`src/rtl/scl_tmr_pkg.sv`:
```
package scl_tmr_pkg;
  localparam int unsigned NUM_RATES = 4;
  typedef logic [1:0] rate_t;
  // per-cycle action of the phase counter
  typedef enum logic [1:0] {
    CNT_CLEAR,
    CNT_LOAD,
    CNT_STEP,
    CNT_HOLD
  } cnt_op_t;
endpackage

```
`src/rtl/scl_preload_sel.sv`:
```
module scl_preload_sel
  import scl_tmr_pkg::*;
#(
  parameter int unsigned CNT_W  = 10,
  parameter int unsigned MARK   = 8,
  parameter int unsigned MIN_C0 = 7,
  parameter int unsigned MIN_C1 = 5,
  parameter int unsigned MIN_C2 = 4,
  parameter int unsigned MIN_C3 = 3
) (
  input  rate_t             code,
  output logic [CNT_W-1:0]  preload
);
  localparam int unsigned MINS [NUM_RATES] = '{MIN_C0, MIN_C1, MIN_C2, MIN_C3};

  logic [CNT_W-1:0] start_val [NUM_RATES];

  for (genvar g = 0; g < NUM_RATES; g++) begin : g_start
    // start so that reaching MARK equals MINS[g] ticks
    assign start_val[g] = CNT_W'(MARK - MINS[g]);
  end

  assign preload = start_val[code];
endmodule

```
`src/rtl/scl_phase_counter.sv`:
```
module scl_phase_counter
  import scl_tmr_pkg::*;
#(
  parameter int unsigned CNT_W = 10
) (
  input  logic             clk,
  input  logic             rst_n,
  input  cnt_op_t          op,
  input  logic [CNT_W-1:0] preload,
  output logic [CNT_W-1:0] count,
  output logic             wrap
);
  always_ff @(posedge clk or negedge rst_n) begin
    if (!rst_n) begin
      count <= '0;
    end else begin
      case (op)
        CNT_CLEAR: count <= '0;
        CNT_LOAD:  count <= preload;
        CNT_STEP:  count <= count + 1'b1;
        default:   count <= count;
      endcase
    end
  end

  assign wrap = (op == CNT_STEP) && (&count);
endmodule

```
`src/rtl/scl_timeout_flag.sv`:
```
module scl_timeout_flag (
  input  logic clk,
  input  logic rst_n,
  input  logic set,
  input  logic clr,
  output logic flag
);
  always_ff @(posedge clk or negedge rst_n) begin
    if (!rst_n)   flag <= 1'b0;
    else if (set) flag <= 1'b1;   // a new timeout beats a clear
    else if (clr) flag <= 1'b0;
  end
endmodule

```
`src/rtl/scl_phase_timer.sv`:
```
module scl_phase_timer
  import scl_tmr_pkg::*;
#(
  parameter int unsigned CNT_W  = 10,
  parameter int unsigned MARK   = 8,
  parameter int unsigned MIN_C0 = 7,
  parameter int unsigned MIN_C1 = 5,
  parameter int unsigned MIN_C2 = 4,
  parameter int unsigned MIN_C3 = 3
) (
  input  logic       clk,
  input  logic       rst_n,
  input  logic       tick,
  input  logic       scl_edge,
  input  logic [1:0] rate_code,
  input  logic       run,
  input  logic       clr_ovf,
  output logic       min_elapsed,
  output logic       timeout
);
  localparam logic [CNT_W-1:0] MARK_V = CNT_W'(MARK);

  cnt_op_t          op;
  logic [CNT_W-1:0] preload;
  logic [CNT_W-1:0] cnt_q;
  logic             wrap;

  always_comb begin
    if (!run)          op = CNT_CLEAR;
    else if (scl_edge) op = CNT_LOAD;
    else if (tick)     op = CNT_STEP;
    else               op = CNT_HOLD;
  end

  scl_preload_sel #(
    .CNT_W(CNT_W), .MARK(MARK),
    .MIN_C0(MIN_C0), .MIN_C1(MIN_C1), .MIN_C2(MIN_C2), .MIN_C3(MIN_C3)
  ) u_sel (
    .code    (rate_code),
    .preload (preload)
  );

  scl_phase_counter #(.CNT_W(CNT_W)) u_cnt (
    .clk     (clk),
    .rst_n   (rst_n),
    .op      (op),
    .preload (preload),
    .count   (cnt_q),
    .wrap    (wrap)
  );

  scl_timeout_flag u_flag (
    .clk   (clk),
    .rst_n (rst_n),
    .set   (wrap),
    .clr   (clr_ovf),
    .flag  (timeout)
  );

  assign min_elapsed = (cnt_q >= MARK_V);
endmodule

```
`config.mk`:
```
export PLATFORM = sky130hd
export DESIGN_NAME = scl_phase_timer
export DESIGN_NICKNAME = d
export VERILOG_FILES = /design/src/rtl/scl_tmr_pkg.sv /design/src/rtl/scl_preload_sel.sv /design/src/rtl/scl_phase_counter.sv /design/src/rtl/scl_timeout_flag.sv /design/src/rtl/scl_phase_timer.sv
export SDC_FILE = /design/constraint.sdc
export NUM_CORES = 1
export LEC_CHECK = 0
export BUFFER_PORTS_ARGS = -buffer_cell sky130_fd_sc_hd__buf_2
export CORE_MARGIN = 2
export CORE_UTILIZATION = 40
export CTS_BUF_LIST = sky130_fd_sc_hd__clkbuf_4 sky130_fd_sc_hd__clkbuf_8 sky130_fd_sc_hd__clkbuf_16
export DETAILED_ROUTE_END_ITERATION = 12
export GPL_ROUTABILITY_DRIVEN = 0
export SLEW_MARGIN = 0
export SYNTH_ARGS = -nofsm -noshare
export SYNTH_HDL_FRONTEND = slang
export SYNTH_SLANG_ARGS = --single-unit
```
`constraint.sdc`:
```
create_clock -name clk -period 3.6 [get_ports clk]
set_clock_uncertainty 0.15 [all_clocks]
set_input_delay 1.08 -clock clk [delete_from_list [all_inputs] [get_ports clk]]
set_output_delay 1.08 -clock clk [all_outputs]
set_load 0.02 [all_outputs]
```
==> out/summary.txt, run 1 <==
status - finished clean
Num Clock Sinks - 11
XOR/XNOR Fraction of Synth Area - 3.98%
number of core rows - 14
count of flip-flops with a built-in enable after synthesis - 0
kind of end point of the critical path - primary output
unrepaired setup endpoints after global routing - no
Synth Area in Simple Gates - 27.3%
power density cells - 314 nW/um^2
global route total overflow - 0
Mapped Area - 661 sq um
final total negative setup slack - 0 ps
Worst EP arrival - 1240 ps
most repeated cell in the gate-level netlist after synthesis - sky130_fd_sc_hd__dfrtp_1
overall global routing resource usage - 15.1%
count of placed standard cells in the final layout, fillers left out - 96
root buffer selected by CTS - sky130_fd_sc_hd__clkbuf_4
TritonCTS clock tree - built
Crit Path Max Fanout - 6
ranking of synthesized cells by instance count - sky130_fd_sc_hd__dfrtp_1, sky130_fd_sc_hd__nand2_1, sky130_fd_sc_hd__inv_1, sky130_fd_sc_hd__nand2b_1, sky130_fd_sc_hd__mux2i_1
endpoint required time on the critical path - 2370 ps
post-detailed-route count of antenna-violating nets - 0
drc violations - 0
Post-CTS Repair Setup Buffers - 0
count of inserted antenna diode cells - 0
async set-or-reset flop fraction in the synthesized netlist - 100%
net count reported at finish - 91
total placed cells including tap cells - 92
class of the tightest hold or removal check - reg -> reg
buffer levels on the longest clock path - 2
area of all sequential standard cells - 275 sq um
Avg Vias per Cell - 5.50
number of instances in the synthesized netlist - 67
Max-Slew Margin vs Limit - 72.6%
Iter 0 DRT Violations - 9
synthesized-area fraction occupied by adder cells - 3.79%
CTS HTree Levels - 1
maximum number of pins on one net before global-route repair - 12
final setup violating endpoints - 0
P_leak - 0.323 nW
per-instance average area after synthesis - 9.86 sq um
number of buffers created by CTS - 3
final count of hold timing violations - 0
total via count in the routed design - 528
power consumption - 0.237 mW
final critical delay including setup and external delays - 2470 ps
number of storage elements in the synthesis netlist - 11
layout cell share with drive strength beyond 1 - 22.5%
sequential cell area fraction in the yosys report - 41.7%
start-to-end type of the worst setup path - reg -> out
cell type with the highest aggregate area in the netlist - sky130_fd_sc_hd__dfrtp_1
Skew-Pair Late Insertion Delay - 260 ps
layout filler cell count - 140
total half-perimeter wirelength after legalization and detailed placement - 929 microns
Post-synth top flop - sky130_fd_sc_hd__dfrtp_1
startpoint kind of the worst setup timing path - register
Clock transition at path regs - 80 ps
proportion of synthesized area in mux cells - 6.06%
main combinational cell family by area after synthesis - simple AND/OR/NAND/NOR gates
area share of the largest cell type after synthesis - 41.7%
Syn-to-layout area delta - 14.0%
Std-Cell Core Area - 1520 sq um
max-capacitance violation count - 0
maximum clock frequency - 0.404 GHz
warnings from Yosys - 0
number of buffers added to fix hold violations after cts - 0
final routed wire length divided by cell count - 12.3 microns
top area cells in the synthesized netlist - sky130_fd_sc_hd__dfrtp_1, sky130_fd_sc_hd__mux2i_1, sky130_fd_sc_hd__nand2_1
Die W - 44.6 microns
Final Cycle Share - 68.7%
worst-case vdd ir drop - 0.168 mV
buffers added on ports - 9
post-detailed-routing wire length - 1180 microns
post-synthesis net count - 77
post-synthesis compound-gate area fraction - 14.4%
vias in the first global route - 485
number of top-level design ports - 10
Die ar. - 1990 sq um
number of max-slew violations in the final report - 0
effective utilization at floorplan - 43.3%
CTS resizes - 0
area of the multi-input gates - 367 sq um
number of detailed-routing iterations run before antenna repair - 4
height of the chip - 44.6 microns
first-pass GRT wire length - 2170 microns
number of antenna violations at the first check in global routing - 0
number of unique standard cell types used by synthesis - 28
Worst-Margin Slew - 410 ps
[through the flow]
step	utilization (%)	area (sq um)	setup slack (ps)	hold slack, ps
2_1_floorplan	-	661	1520	376
3_3_place_gp	47.6	726	1350	347
3_5_place_dp	47.6	726	1330	347
4_1_cts	49.4	753	1120	361
5_1_grt	49.4	753	1080	402
6_report	49.4	753	1130	359
[placed cells by master (no fill, tap or decap)]
cell	count
sky130_fd_sc_hd__nand3_1	1
sky130_fd_sc_hd__clkinv_2	1
sky130_fd_sc_hd__nand4_4	1
sky130_fd_sc_hd__dfrtp_1	11
sky130_fd_sc_hd__buf_2	9
sky130_fd_sc_hd__o21ai_0	2
sky130_fd_sc_hd__o21ai_1	1
sky130_fd_sc_hd__or4_1	2
sky130_fd_sc_hd__and2_1	2
sky130_fd_sc_hd__o211a_1	1
sky130_fd_sc_hd__xor2_1	1
sky130_fd_sc_hd__nand2b_2	1
sky130_fd_sc_hd__inv_1	5
sky130_fd_sc_hd__ha_1	2
sky130_fd_sc_hd__mux2i_1	4
sky130_fd_sc_hd__xnor2_1	2
sky130_fd_sc_hd__nor3_1	1
sky130_fd_sc_hd__o22ai_1	1
sky130_fd_sc_hd__a21oi_1	3
sky130_fd_sc_hd__nand3_2	1
sky130_fd_sc_hd__clkbuf_4	3
sky130_fd_sc_hd__nand4_1	2
sky130_fd_sc_hd__o31ai_1	1
sky130_fd_sc_hd__o221a_2	1
sky130_fd_sc_hd__nor4_1	1
sky130_fd_sc_hd__nand2b_1	5
sky130_fd_sc_hd__a211oi_1	2
sky130_fd_sc_hd__a2111oi_2	1
sky130_fd_sc_hd__or3_1	2
sky130_fd_sc_hd__nand2_1	9
sky130_fd_sc_hd__nor2b_1	1
[path summary, 6_finish.rpt]
check                               start             end  slack, ps  cells past startpoint
setup / recovery           u_cnt.count[4]     min_elapsed       1130                      3
hold / removal                u_flag.flag     u_flag.flag        360                      2
setup reg to reg           u_cnt.count[0]  u_cnt.count[4]       2060                      4
hold reg to reg               u_flag.flag     u_flag.flag        360                      2
max in group asynchronous           rst_n  u_cnt.count[8]       2570                      1
min in group asynchronous           rst_n  u_cnt.count[9]        520                      1
[flip-flops by register name, indices dropped and copies added (netlist names)]
signal / flops
u_cnt.count: 10
u_flag.flag: 1
[per-layer routing]
layer	track usage, %	vias to the layer above	wire length (microns)
met5	0	-	0
met4	7.27	0	9
met1	20.2	250	595
li1	-	270	-
met2	22.6	6	535
met3	3.67	2	39
[critical path, stage by stage (launching register included)]
cell,delay [ps]
sky130_fd_sc_hd__dfrtp_1,440
sky130_fd_sc_hd__nor4_1,290
sky130_fd_sc_hd__nand2_1,80
sky130_fd_sc_hd__buf_2,160
[where the power goes]
part	internal (mW)	switching (mW)
sequential	0.126	0.00424
combinational	0.0103	0.0135
clock	0.0410	0.0417
[cell families after synthesis]
logic type	Yosys count
simple gates	29
buf+inv	5
mux	4
compound gates	13
fa+ha+maj	2
xor+xnor	3
flops	11
[cell type report]
type	instances	share of cell area, %
Multi-Input combinational cell	51	48.7
Inverter	5	2.49
Clock buffer	3	2.99
Timing Repair Buffer	9	5.98
Tap cell	16	2.66
Clock inverter	1	0.664
Sequential cell	11	36.5
(Power assumes the default switching activity.)
==> run 2, diff against run 1 <==
--- a/config.mk
+++ b/config.mk
@@ -5,6 +5,7 @@
 export SDC_FILE = /design/constraint.sdc
 export NUM_CORES = 1
 export LEC_CHECK = 0
+export ABC_AREA = 1
 export BUFFER_PORTS_ARGS = -buffer_cell sky130_fd_sc_hd__buf_2
 export CORE_MARGIN = 2
 export CORE_UTILIZATION = 40
==> constraint.sdc (replaced) <==
create_clock -name clk -period 2.6 [get_ports clk]
set_clock_uncertainty 0.15 [all_clocks]
set_input_delay 0.78 -clock clk [delete_from_list [all_inputs] [get_ports clk]]
set_output_delay 0.78 -clock clk [all_outputs]
set_load 0.02 [all_outputs]
==> run 2 against run 1 <==
Clock-buffer cell count up 1. Sequential power up 38%. Cell count up 28%. Register-to-register slack worse by 880 ps. Clock power up 50%. Combinational power up 28%. Cell area up 4.5%. Synthesized cell count up 39%. Hold slack worse by 140 ps. Total power up 41%. Global-route usage up 1.7 points. Wire length up 12%. Critical endpoint unchanged. Largest power group unchanged.
==> out/summary.txt, run 2 <==
status - finished clean (unchanged)
Crit Path Max Fanout - 6 (unchanged)
CTS HTree Levels - 1 (unchanged)
final count of hold timing violations - 0 (unchanged)
number of buffers added to fix hold violations after cts - 0 (unchanged)
post-synthesis net count - 103 (was 77)
TritonCTS clock tree - built (unchanged)
Std-Cell Core Area - 1670 sq um (was 1520 sq um)
number of unique standard cell types used by synthesis - 20 (was 28)
number of buffers created by CTS - 3 (unchanged)
top library cells by usage in the layout, fill and taps aside - sky130_fd_sc_hd__nand2_1, sky130_fd_sc_hd__inv_1, sky130_fd_sc_hd__nor2_1, sky130_fd_sc_hd__dfrtp_1, sky130_fd_sc_hd__buf_2 (was sky130_fd_sc_hd__dfrtp_1, sky130_fd_sc_hd__nand2_1, sky130_fd_sc_hd__buf_2)
max-capacitance violation count - 0 (unchanged)
top area cells in the synthesized netlist - sky130_fd_sc_hd__dfrtp_1, sky130_fd_sc_hd__nand2_1, sky130_fd_sc_hd__inv_1 (was sky130_fd_sc_hd__dfrtp_1, sky130_fd_sc_hd__mux2i_1, sky130_fd_sc_hd__nand2_1)
layout cell share with drive strength beyond 1 - 20.8% (was 22.5%)
class of the tightest hold or removal check - in -> async (was reg -> reg)
global route total overflow - 0 (unchanged)
P_leak - 0.440 nW (was 0.323 nW)
count of flip-flops with a built-in enable after synthesis - 0 (unchanged)
number of antenna violations at the first check in global routing - 0 (unchanged)
final critical delay including setup and external delays - 2110 ps
per-instance average area after synthesis - 7.43 sq um (was 9.86 sq um)
maximum number of pins on one net before global-route repair - 12 (unchanged)
Final Cycle Share - 81.0%
standard cell area after detailed placement - 757 sq um (was 726 sq um)
Worst-Margin Slew - 253 ps (was 410 ps)
kind of end point of the critical path - primary output (unchanged)
path depth of the worst reg2reg path - 6 (was 4)
Iter 0 DRT Violations - 13 (was 9)
final total negative setup slack - 0 ps (unchanged)
Mapped Area - 691 sq um (was 661 sq um)
Clock transition at path regs - 70 ps (was 80 ps)
area of all sequential standard cells - 275 sq um (unchanged)
total via count in the routed design - 600 (was 528)
number of top-level design ports - 10 (unchanged)
worst-case vdd ir drop - 0.336 mV (was 0.168 mV)
number of max-slew violations in the final report - 0 (unchanged)
most frequent standard cell in the layout excluding fill and tap cells - sky130_fd_sc_hd__nand2_1 (was sky130_fd_sc_hd__dfrtp_1)
drc violations - 0 (unchanged)
number of instances in the synthesized netlist - 93 (was 67)
power density cells - 425 nW/um^2 (was 314 nW/um^2)
Max-Slew Margin vs Limit - 83.2% (was 72.6%)
Num Clock Sinks - 11 (unchanged)
first-pass GRT wire length - 2420 microns (was 2170 microns)
vias in the first global route - 567 (was 485)
effective utilization at floorplan - 41.3% (was 43.3%)
Post-synth top flop - sky130_fd_sc_hd__dfrtp_1 (unchanged)
final routed wire length divided by cell count - 10.8 microns (was 12.3 microns)
area of the multi-input gates - 352 sq um (was 367 sq um)
number of detailed-routing iterations run before antenna repair - 4 (unchanged)
Syn-to-layout area delta - 13.9% (was 14.0%)
async set-or-reset flop fraction in the synthesized netlist - 100% (unchanged)
sequential cell area fraction in the yosys report - 39.9% (was 41.7%)
buffers added on ports - 9 (unchanged)
Worst EP arrival - 1180 ps (was 1240 ps)
register containing the most flip-flops in the final layout - u_cnt.count (unchanged)
cell type with the highest aggregate area in the netlist - sky130_fd_sc_hd__dfrtp_1 (unchanged)
Post-CTS Repair Setup Buffers - 0 (unchanged)
root buffer selected by CTS - sky130_fd_sc_hd__clkbuf_4 (unchanged)
Skew-Pair Late Insertion Delay - 270 ps (was 260 ps)
max FFs per register - 10 (unchanged)
total half-perimeter wirelength after legalization and detailed placement - 1020 microns (was 929 microns)
overall global routing resource usage - 16.7% (was 15.1%)
endpoint required time on the critical path - 1670 ps (was 2370 ps)
Die ar. - 2080 sq um (was 1990 sq um)
post-detailed-route count of antenna-violating nets - 0 (unchanged)
warnings from Yosys - 0 (unchanged)
area share of the largest cell type after synthesis - 39.9% (was 41.7%)
layout filler cell count - 166 (was 140)
Die W - 45.6 microns (was 44.6 microns)
number of core rows - 15 (was 14)
ranking of synthesized cells by instance count - sky130_fd_sc_hd__nand2_1, sky130_fd_sc_hd__inv_1, sky130_fd_sc_hd__dfrtp_1, sky130_fd_sc_hd__nor2_1, sky130_fd_sc_hd__nand3_1 (was sky130_fd_sc_hd__dfrtp_1, sky130_fd_sc_hd__nand2_1, sky130_fd_sc_hd__inv_1, sky130_fd_sc_hd__nand2b_1, sky130_fd_sc_hd__mux2i_1)
final setup violating endpoints - 0 (unchanged)
maximum clock frequency - 0.475 GHz
most repeated cell in the gate-level netlist after synthesis - sky130_fd_sc_hd__nand2_1 (was sky130_fd_sc_hd__dfrtp_1)
count of inserted antenna diode cells - 0 (unchanged)
Avg Vias per Cell - 4.88 (was 5.50)
net count reported at finish - 117 (was 91)
final design instance area without fill - 787 sq um (was 753 sq um)
CTS resizes - 0 (unchanged)
number of storage elements in the synthesis netlist - 11 (unchanged)
buffer levels on the longest clock path - 2 (unchanged)
Top Registers - u_cnt.count x10, u_flag.flag x1 (unchanged)
height of the chip - 45.6 microns (was 44.6 microns)
power consumption - 0.335 mW (was 0.237 mW)
start-to-end type of the worst setup path - reg -> out (unchanged)
startpoint kind of the worst setup timing path - register (unchanged)
unrepaired setup endpoints after global routing - no (unchanged)
post-detailed-routing wire length - 1330 microns (was 1180 microns)
[run 2: where the power goes]
group          internal (mW)  leakage, nW  switching, mW
Combinational         0.0111        0.270         0.0194
Clock                 0.0698       0.0184         0.0546
Sequential             0.174        0.151        0.00508
Total                  0.255        0.440         0.0791
[run 2: critical path, cell delays in order (launching register included)]
cell and delay (ps):
sky130_fd_sc_hd__dfrtp_1 440, sky130_fd_sc_hd__nor3_1 210, sky130_fd_sc_hd__nand4_1 90, sky130_fd_sc_hd__buf_2 170
[run 2: cells by family after synthesis]
family | Yosys count | share of synthesized area, %
AND/OR/NAND/NOR | 54 | 39.5
buffers and inverters | 17 | 9.24
flip-flops | 11 | 39.9
AO/OA/AOI/OAI | 9 | 7.79
adder cells (fa/ha/maj) | 2 | 3.62
[run 2: final cells by class]
cell class	instances	share of cell area (%)
multi-input cells	65	44.7
flip-flops and latches	11	35.0
inverters	17	8.11
well taps	17	2.70
repair buffers	9	5.72
clock buffers	4	3.82
[run 2: path summary, 6_finish.rpt]
check / slack (ps) / to / from
worst min register to register: 330 / u_flag.flag / u_flag.flag
min in group clk: 330 / u_flag.flag / u_flag.flag
worst max-delay path: 490 / min_elapsed / u_cnt.count[3]
max in group asynchronous: 1870 / u_cnt.count[7] / rst_n
worst min-delay path: 220 / u_flag.flag / rst_n
worst max register to register: 1180 / u_flag.flag / u_cnt.count[0]
[run 2: routing by layer]
layer | track usage [%] | up-vias | wire length [microns]
met1 | 21.1 | 263 | 630
met5 | 0 | - | 0
met4 | 7.65 | 0 | 16
met2 | 25.4 | 14 | 626
li1 | - | 321 | -
met3 | 5.95 | 2 | 51
[run 2: metrics by stage]
step | util, % | setup slack (ps) | cells | hold slack [ps]
CTS | 47.1 | 462 | 123 | 219
global route | 47.1 | 417 | 123 | 229
finish | 47.1 | 494 | 123 | 220
floorplan | - | 849 | 93 | 334
global placement | 45.3 | 813 | 119 | 313
detailed placement | 45.3 | 753 | 119 | 320
